===== config.mk =====
export PLATFORM = sky130hd
export DESIGN_NAME = cmp_branch_unit
export DESIGN_NICKNAME = d
export VERILOG_FILES = /design/src/rtl/cbu_pkg.sv /design/src/rtl/cbu_subtractor.sv /design/src/rtl/cbu_flag_gen.sv /design/src/rtl/cbu_cond_eval.sv /design/src/rtl/cmp_branch_unit.sv
export SDC_FILE = /design/constraint.sdc
export NUM_CORES = 1
export LEC_CHECK = 0
export CAP_MARGIN = 20
export CORE_AREA = 8 8 45 47
export DETAILED_ROUTE_END_ITERATION = 10
export DIE_AREA = 0 0 53 55
export DONT_BUFFER_PORTS = 1
export PLACE_DENSITY = 0.5
export SYNTH_ARGS = -nofsm -noshare
export SYNTH_HDL_FRONTEND = slang
export SYNTH_SLANG_ARGS = --single-unit

===== constraint.sdc =====
create_clock -name clk -period 2.4 [get_ports clk]
set_input_delay 0.36 -clock clk [delete_from_list [all_inputs] [get_ports clk]]
set_output_delay 0.36 -clock clk [all_outputs]
set_load 0.01 [all_outputs]

===== src/rtl/cbu_pkg.sv =====
package cbu_pkg;

   typedef struct packed {
      logic c;
      logic v;
      logic n;
      logic z;
   } cbu_flags_t;

   typedef enum logic [3:0] {
      CC_EQ     = 4'd0,
      CC_NE     = 4'd1,
      CC_AE     = 4'd2,
      CC_B      = 4'd3,
      CC_A      = 4'd4,
      CC_BE     = 4'd5,
      CC_GE     = 4'd6,
      CC_LT     = 4'd7,
      CC_GT     = 4'd8,
      CC_LE     = 4'd9,
      CC_ALWAYS = 4'd15
   } cbu_cond_e;

endpackage


===== src/rtl/cbu_subtractor.sv =====
module cbu_subtractor #(
   parameter int WIDTH = 8
) (
   input  logic [WIDTH-1:0] a_i,
   input  logic [WIDTH-1:0] b_i,
   output logic [WIDTH-1:0] diff_o,
   output logic             cout_o,
   output logic             cmsb_o
);
   logic [WIDTH:0] cy;

   assign cy[0] = 1'b1;

   for (genvar i = 0; i < WIDTH; i++) begin : g_bit
      logic b_inv;
      logic prop;
      assign b_inv     = ~b_i[i];
      assign prop      = a_i[i] ^ b_inv;
      assign diff_o[i] = prop ^ cy[i];
      assign cy[i+1]   = (a_i[i] & b_inv) | (cy[i] & prop);
   end

   assign cout_o = cy[WIDTH];
   assign cmsb_o = cy[WIDTH-1];
endmodule


===== src/rtl/cbu_flag_gen.sv =====
module cbu_flag_gen
   import cbu_pkg::*;
#(
   parameter int WIDTH       = 8,
   parameter int BORROW_MODE = 1
) (
   input  logic [WIDTH-1:0] diff_i,
   input  logic             cout_i,
   input  logic             cmsb_i,
   output cbu_flags_t       flags_o
);
   logic carry_flag;

   if (BORROW_MODE != 0) begin : g_borrow
      assign carry_flag = ~cout_i;
   end else begin : g_raw
      assign carry_flag = cout_i;
   end

   always_comb begin
      flags_o.c = carry_flag;
      flags_o.v = cmsb_i ^ cout_i;
      flags_o.n = diff_i[WIDTH-1];
      flags_o.z = ~|diff_i;
   end
endmodule


===== src/rtl/cbu_cond_eval.sv =====
module cbu_cond_eval
   import cbu_pkg::*;
#(
   parameter int BORROW_MODE = 1
) (
   input  cbu_flags_t flags_i,
   input  logic [3:0] cond_i,
   output logic       take_o
);
   logic no_borrow;
   logic sgn_ge;

   if (BORROW_MODE != 0) begin : g_borrow
      assign no_borrow = ~flags_i.c;
   end else begin : g_raw
      assign no_borrow = flags_i.c;
   end

   assign sgn_ge = (flags_i.n == flags_i.v);

   always_comb begin
      case (cond_i)
         CC_EQ:     take_o = flags_i.z;
         CC_NE:     take_o = ~flags_i.z;
         CC_AE:     take_o = no_borrow;
         CC_B:      take_o = ~no_borrow;
         CC_A:      take_o = no_borrow & ~flags_i.z;
         CC_BE:     take_o = ~no_borrow | flags_i.z;
         CC_GE:     take_o = sgn_ge;
         CC_LT:     take_o = ~sgn_ge;
         CC_GT:     take_o = ~flags_i.z & sgn_ge;
         CC_LE:     take_o = flags_i.z | ~sgn_ge;
         CC_ALWAYS: take_o = 1'b1;
         default:   take_o = 1'b0;
      endcase
   end
endmodule


===== src/rtl/cmp_branch_unit.sv =====
module cmp_branch_unit
   import cbu_pkg::*;
#(
   parameter int WIDTH       = 8,
   parameter int BORROW_MODE = 1
) (
   input  logic             clk,
   input  logic             rst_n,
   input  logic             cmp_valid,
   input  logic [WIDTH-1:0] op_a,
   input  logic [WIDTH-1:0] op_b,
   input  logic [3:0]       cond,
   output logic             flag_c,
   output logic             flag_v,
   output logic             flag_n,
   output logic             flag_z,
   output logic             take
);
   if (WIDTH < 2) begin : g_bad_width
      $error("cmp_branch_unit: WIDTH must be at least 2");
   end
   if (BORROW_MODE != 0 && BORROW_MODE != 1) begin : g_bad_mode
      $error("cmp_branch_unit: BORROW_MODE must be 0 or 1");
   end

   logic [WIDTH-1:0] diff;
   logic             cout;
   logic             cmsb;
   cbu_flags_t       flags_d;
   cbu_flags_t       flags_q;

   cbu_subtractor #(.WIDTH(WIDTH)) u_sub (
      .a_i    (op_a),
      .b_i    (op_b),
      .diff_o (diff),
      .cout_o (cout),
      .cmsb_o (cmsb)
   );

   cbu_flag_gen #(.WIDTH(WIDTH), .BORROW_MODE(BORROW_MODE)) u_fgen (
      .diff_i  (diff),
      .cout_i  (cout),
      .cmsb_i  (cmsb),
      .flags_o (flags_d)
   );

   always_ff @(posedge clk or negedge rst_n) begin
      if (!rst_n) begin
         flags_q <= '0;
      end else if (cmp_valid) begin
         flags_q <= flags_d;
      end
   end

   cbu_cond_eval #(.BORROW_MODE(BORROW_MODE)) u_ceval (
      .flags_i (flags_q),
      .cond_i  (cond),
      .take_o  (take)
   );

   assign flag_c = flags_q.c;
   assign flag_v = flags_q.v;
   assign flag_n = flags_q.n;
   assign flag_z = flags_q.z;
endmodule


==> results of run 1 <==
## worst max-delay path: cells and delay by family
family        cells  cell delay (ns)
buf+inv           3             0.11
fa+ha+maj         8             2.45
mux               1             0.26
simple gates      2             0.12
## Yosys cell counts
cell type  number
or2b_1          1
nand4_1         1
nor4b_1         1
a311o_1         1
inv_1          11
fa_1            7
a31o_1          1
nor2b_1         1
ha_1            1
or3_1           1
nand2b_1        1
nor2_1          7
mux2i_1         2
a22oi_1         1
xnor2_1         2
nor3b_1         2
nand4b_1        1
o21ai_0         1
mux2_2          2
o41ai_1         1
xor2_1          2
a21oi_1         1
clkbuf_2        1
dfrtp_1         4
## cells by family (layout without fill, tap and decap cells)
| logic type | Yosys count | count (layout) |
|---|---|---|
| muxes | 4 | 4 |
| DFF | 4 | 4 |
| xor gates and xnor gates | 4 | 4 |
| AOI/OAI and AO/OA | 6 | 6 |
| and+or+nand+nor | 16 | 16 |
| buffers and inverters | 12 | 18 |
| adders and majority gates | 8 | 8 |
## routing by layer
metal,global-route usage,vias up
li1,-,191
met1,0.0745,196
met2,0.148,21
met3,0.0455,3
met4,0.0733,0
met5,0,-
## layout make-up
| type | count | area share |
|---|---|---|
| multi-input cells | 38 | 0.637 |
| flip-flops and latches | 4 | 0.156 |
| inverters | 11 | 0.0840 |
| repair buffers | 4 | 0.0566 |
| clock buffers | 3 | 0.0352 |
| well taps | 16 | 0.0313 |
## power by group through the flow
stage,registers (W),logic [W],clock network (W)
final,0.0000962,0.000116,0.0000852
after global routing,0.0000988,0.000133,0.0000924
after CTS,0.0000969,0.000114,0.0000901
after detailed placement,0.0000979,0.000104,0
after global placement,0.0000970,0.0000986,0
after floorplan,0.0000933,0.0000830,0
## repair_timing
item,4_1_cts,5_1_grt
gates resized for setup,1,1
pin swaps,1,0
hold buffers,1,0
buffers inserted,1,0
hold endpoints to repair,4,0
setup endpoints to repair,4,4
## metrics by stage
| step | setup TNS, ns | utilization | area [um2] |
|---|---|---|---|
| global route | -3.08 | 0.463 | 641 |
| global placement | -3.62 | 0.426 | 589 |
| floorplan | -3.40 | - | 559 |
| detailed placement | -3.82 | 0.426 | 589 |
| CTS | -2.75 | 0.458 | 633 |
| finish | -2.74 | 0.463 | 641 |
## flip-flops by register name, indices dropped and copies added (netlist names)
| name | count |
|---|---|
| flag_c | 1 |
| flag_n | 1 |
| flag_v | 1 |
| flag_z | 1 |
## worst paths after layout
check / start / endpoint / slack [ns]
worst min-delay path: cmp_valid / flag_n / 0.21
min in group asynchronous: rst_n / flag_z / 0.39
worst max-delay path: op_a[0] / flag_z / -0.78
worst max register to register: flag_z / flag_z / 1.50
max in group asynchronous: rst_n / flag_v / 1.84
worst min register to register: flag_n / flag_n / 0.61
==> results.md, run 1 <==
* Synth Area in Simple Gates at 0.178
* Largest net degree at the start of global routing at 8
* Xor and xnor area share after synthesis at 0.0683
* Leakage at 0.276 nW
* Met1 wire length at 401 um
* Filler Cell Count at 130
* Fraction of final layout cells sized beyond drive strength 1 at 0.333
* Ports at 28
* Slowest cell delay on critical path at 0.43 ns
* Critical path's most frequent cell: fa_2
* Pwr dens at 464 nW/um2
* Final setup margin at -0.778 ns
* Max-cap check violation count at 0
* Cell breakdown of the critical path: inv_12 > ha_4 > fa_2 > fa_2 > fa_2 > inv_2 > fa_2 > inv_2 > fa_2 > fa_2 > fa_2 > nand4_1 > nor2_1 > mux2_2
* Clock sink total at 4
* Remaining DRCs at 0
* H-Tree Depth at 1
* Syn-to-layout area delta at 24.9%
* Top-area cell type share of the netlist area at 0.273
* Die H at 55 um
* Mapped Nets at 85
* Port bufs at 0
* Die W at 53 um
* FP Rows at 14
* Fin cells at 76
* Worst hold path class: in2reg
* Root buffer cell: clkbuf_4
* Startpoint Class: primary input
* Nets at 93
* Routed wl met3 at 149 um
* Total wire length at 1170 um
* TritonCTS clock tree: done
* Slowest CP cell: fa_2
* Layout Skew at 0 ns
* Vias in the first global route at 454
* Crit path arrival time at 3.30 ns
* Sw Ratio at 0.327
* Post-Synth Adder-Cell Area at 0.298
* Ant diodes at 0
* Largest cells by area after synthesis: fa_1 27%, dfrtp_1 20%, inv_1 8.0%
* Main combinational cell family by area after synthesis: adder cells
* Final hold violation count at 0
* Worst slack at placement at -1.08 ns
* Outcome: finished, violations left
* Share of power burned in registers at 0.324
* Synth Area per Inst at 9.50 um2
* Compound-Gate Fraction of Synth Area at 0.0878
* RSZ-0062 raised after global routing: yes
* Via count at 411
* CP required at 2.52 ns
* Final period util at 1.32
* FF/Latch Area at 100 um2
* Dominant cell type by area after synthesis: fa_1
* Net switching power of the design at 0.0000971 W
* Clock Tree Buf Depth at 2
* Drt initial violations at 1
* Combinational share of power at 0.389
* Worst-skew pair later-pin latency at 0.23 ns
* Min cycle time layout at 3.18 ns
* FF+latch count, synth at 4
* Clock slew at reported path FFs at 0.04 ns
* CTS Buf Count at 3
* Remaining global-route overflow at 0
* Starting density of the core at 0.371
* Setup Viol. Count Final at 4
* DR WL/cell at 15.4 um
* Slew margin rel. at 0.803
* Min-Delay Path Depth at 1
* TritonRoute pass-1 iters at 3
* Top routing layer in use: met4
* Final slew viol count at 0
* Die area at 2920 um2
* CP endpoint kind: flip-flop
* Number of synthesis warnings at 0
* Clk pwr share at 0.287
* Commonest non-fill, non-tap cell in the layout: inv_1
* Core Area at 1380 um2
* Final HPWL DP at 1010 um
* Placed Cells at 71
* FMAX at 315 MHz
* Yosys cell types at 24
* Multiplexer share of the synthesized area at 0.0829
* Fin Hold WS at 0.213 ns
* Worst vdd ir at 0.239 mV
* Multi-input logic area at 408 um2
* RD Place Congestion at 0.634
* Initial antenna violation count at 0
* Overall Global Routing Usage at 0.0870
* Worst slew pin tran at 0.296 ns
* Post-Synthesis Cells at 54
* Cell Int Power at 0.000200 W
* Remaining antenna violation count after routing at 0
* Via-to-Cell Ratio at 5.41
* Most frequent cells in the layout: 8 x inv_1, 7 x nor2_1, 7 x fa_2, 4 x dfrtp_1, 3 x clkbuf_4
* Metal2 WL at 599 um
* R2R depth at 1
* Register area share after synthesis at 0.195
* Failing checks: setup timing
* Syn Std Cell Area at 513 um2
* First-pass GRT wire length at 1860 um
* Power consumption at 0.000297 W
* Crit-path max FO at 2
* Worst setup path category: in2reg
(Power assumes the default switching activity.)
==> run 2, diff against run 1 <==
==> constraint.sdc (replaced) <==
create_clock -name clk -period 2.4 [get_ports clk]
set_input_delay 0.48 -clock clk [delete_from_list [all_inputs] [get_ports clk]]
set_output_delay 0.48 -clock clk [all_outputs]
set_load 0.01 [all_outputs]
==> run 2 against run 1 <==
  * The flow still finishes with violations (setup timing)
  * First-iteration DRC count increased to 8.0 times the previous value
  * Largest power group unchanged
  * Clock-buffer cell count unchanged
  * Worst setup slack got worse by 0.12 ns
==> results.md, run 2 (same netlist as run 1, synthesis figures left out) <==
* Outcome: finished, violations left
* Failing checks: setup timing
* RSZ-0062 raised after global routing: yes
* Core Area at 1380 um2
* Via count at 401
* Clock slew at reported path FFs at 0.04 ns
* Port bufs at 0
* Die area at 2920 um2
* Crit-path max FO at 2
* Leakage at 0.276 nW
* DR WL/cell at 15.3 um
* CP required at 2.52 ns
* Final HPWL DP at 998 um
* Fin cells at 76
* Setup Viol. Count Final at 4
* TritonRoute pass-1 iters at 4
* FP Rows at 14
* CP endpoint kind: flip-flop
* Worst slew pin tran at 0.297 ns
* Drt initial violations at 8
* Clk pwr share at 0.281
* H-Tree Depth at 1
* Die W at 53 um
* Via-to-Cell Ratio at 5.28
* Sw Ratio at 0.323
* Overall Global Routing Usage at 0.0897
* TritonCTS clock tree: done
* Total wire length at 1170 um
* Vias in the first global route at 481
* Min cycle time layout at 3.30 ns
* Worst vdd ir at 0.251 mV
* Net switching power of the design at 0.0000962 W
* Ports at 28
* Die H at 55 um
* Max-cap check violation count at 0
* Crit path arrival time at 3.42 ns
* FMAX at 303 MHz
* Placed Cells at 71
* Root buffer cell: clkbuf_4
* Cell Int Power at 0.000201 W
* Critical path's most frequent cell: fa_2
* Syn-to-layout area delta at 25.6%
* Layout Skew at 0 ns
* WP buf/inv at 3
* Final hold violation count at 0
* Final slew viol count at 0
* Clock sink total at 4
* Slowest CP cell: fa_2
* Slew margin rel. at 0.799
* Clock Tree Buf Depth at 2
* Area of placed instances at 589 um2
* First-pass GRT wire length at 1950 um
* Final period util at 1.37
* Nets at 93
* Critical path's top delay family: adder cells
* Combinational share of power at 0.395
* Final Instance Area at 644 um2
* Startpoint Class: primary input
* Remaining global-route overflow at 0
* Ant diodes at 0
* Initial antenna violation count at 0
* Remaining DRCs at 0
* Share of power burned in registers at 0.324
* Most frequent cells in the layout: 8 x inv_1, 7 x nor2_1, 7 x fa_2, 4 x dfrtp_1, 3 x clkbuf_4
* CTS Buf Count at 3
* Cell breakdown of the critical path: inv_12 > ha_4 > fa_2 > fa_2 > fa_2 > inv_2 > fa_2 > inv_2 > fa_2 > fa_2 > fa_2 > nand4_1 > nor2_1 > mux2_2
* Worst-skew pair later-pin latency at 0.23 ns
* Worst setup path category: in2reg
* Filler Cell Count at 130
* RD Place Congestion at 0.633
* Commonest non-fill, non-tap cell in the layout: inv_1
* Remaining antenna violation count after routing at 0
* Slowest cell delay on critical path at 0.42 ns
* Pwr dens at 462 nW/um2
* Worst hold path class: in2reg
* Setup TNS at -3.23 ns
* Largest net degree at the start of global routing at 8
* Starting density of the core at 0.371
* Final setup margin at -0.899 ns
* Fraction of final layout cells sized beyond drive strength 1 at 0.350
run 2: cell types whose count changed in the layout (fill, tap and decap cells not counted):
cell | previous run | this run
a21oi_1 | 1 | 0
a21oi_2 | 0 | 1
run 2: area by class of cell:
class | count | area (um2) | share of cell area
Clock buffer | 3 | 22.5 | 0.0350
Timing Repair Buffer | 4 | 36.3 | 0.0563
Inverter | 11 | 53.8 | 0.0835
Tap cell | 16 | 20.0 | 0.0311
Sequential cell | 4 | 100 | 0.155
Multi-Input combinational cell | 38 | 412 | 0.639
run 2: worst paths after layout:
check	start	endpoint	slack [ns]	cells past startpoint
min reg2reg	flag_n	flag_n	0.61	2
min in group asynchronous	rst_n	flag_z	0.51	1
max reg2reg	flag_z	flag_z	1.50	1
max in group asynchronous	rst_n	flag_v	1.72	1
min	cmp_valid	flag_v	0.33	1
max	op_a[0]	flag_z	-0.90	14
run 2: layer usage:
metal / share of wire / GRT usage / vias up
met5: 0 / 0 / -
li1: - / - / 191
met1: 0.36 / 0.0822 / 190
met4: 0 / 0.0733 / 0
met2: 0.52 / 0.154 / 20
met3: 0.12 / 0.0374 / 0
run 2: repair_timing:
item,4_1_cts,5_1_grt
hold buffers,1,0
pin swaps,1,0
endpoints found under the setup margin,4,4
gates resized for setup,1,3
buffers inserted,1,1
endpoints found under the hold margin,4,0
run 2: power by group through the flow:
| stage | clock, W | sequential, W | combinational, W |
|---|---|---|---|
| detailed placement | 0 | 0.0000980 | 0.000104 |
| global route | 0.0000924 | 0.0000990 | 0.000135 |
| CTS | 0.0000901 | 0.0000971 | 0.000114 |
| finish | 0.0000837 | 0.0000963 | 0.000117 |
| floorplan | 0 | 0.0000933 | 0.0000830 |
| global placement | 0 | 0.0000970 | 0.0000985 |
run 2: stage by stage:
stage	setup slack, ns	total power (W)	hold slack (ns)	util
after floorplan	-1.11	0.000176	0.184	-
after global placement	-1.16	0.000196	0.185	0.426
after detailed placement	-1.19	0.000202	0.185	0.426
after CTS	-0.899	0.000301	0.326	0.458
after global routing	-0.979	0.000326	0.317	0.466
final	-0.899	0.000297	0.326	0.466
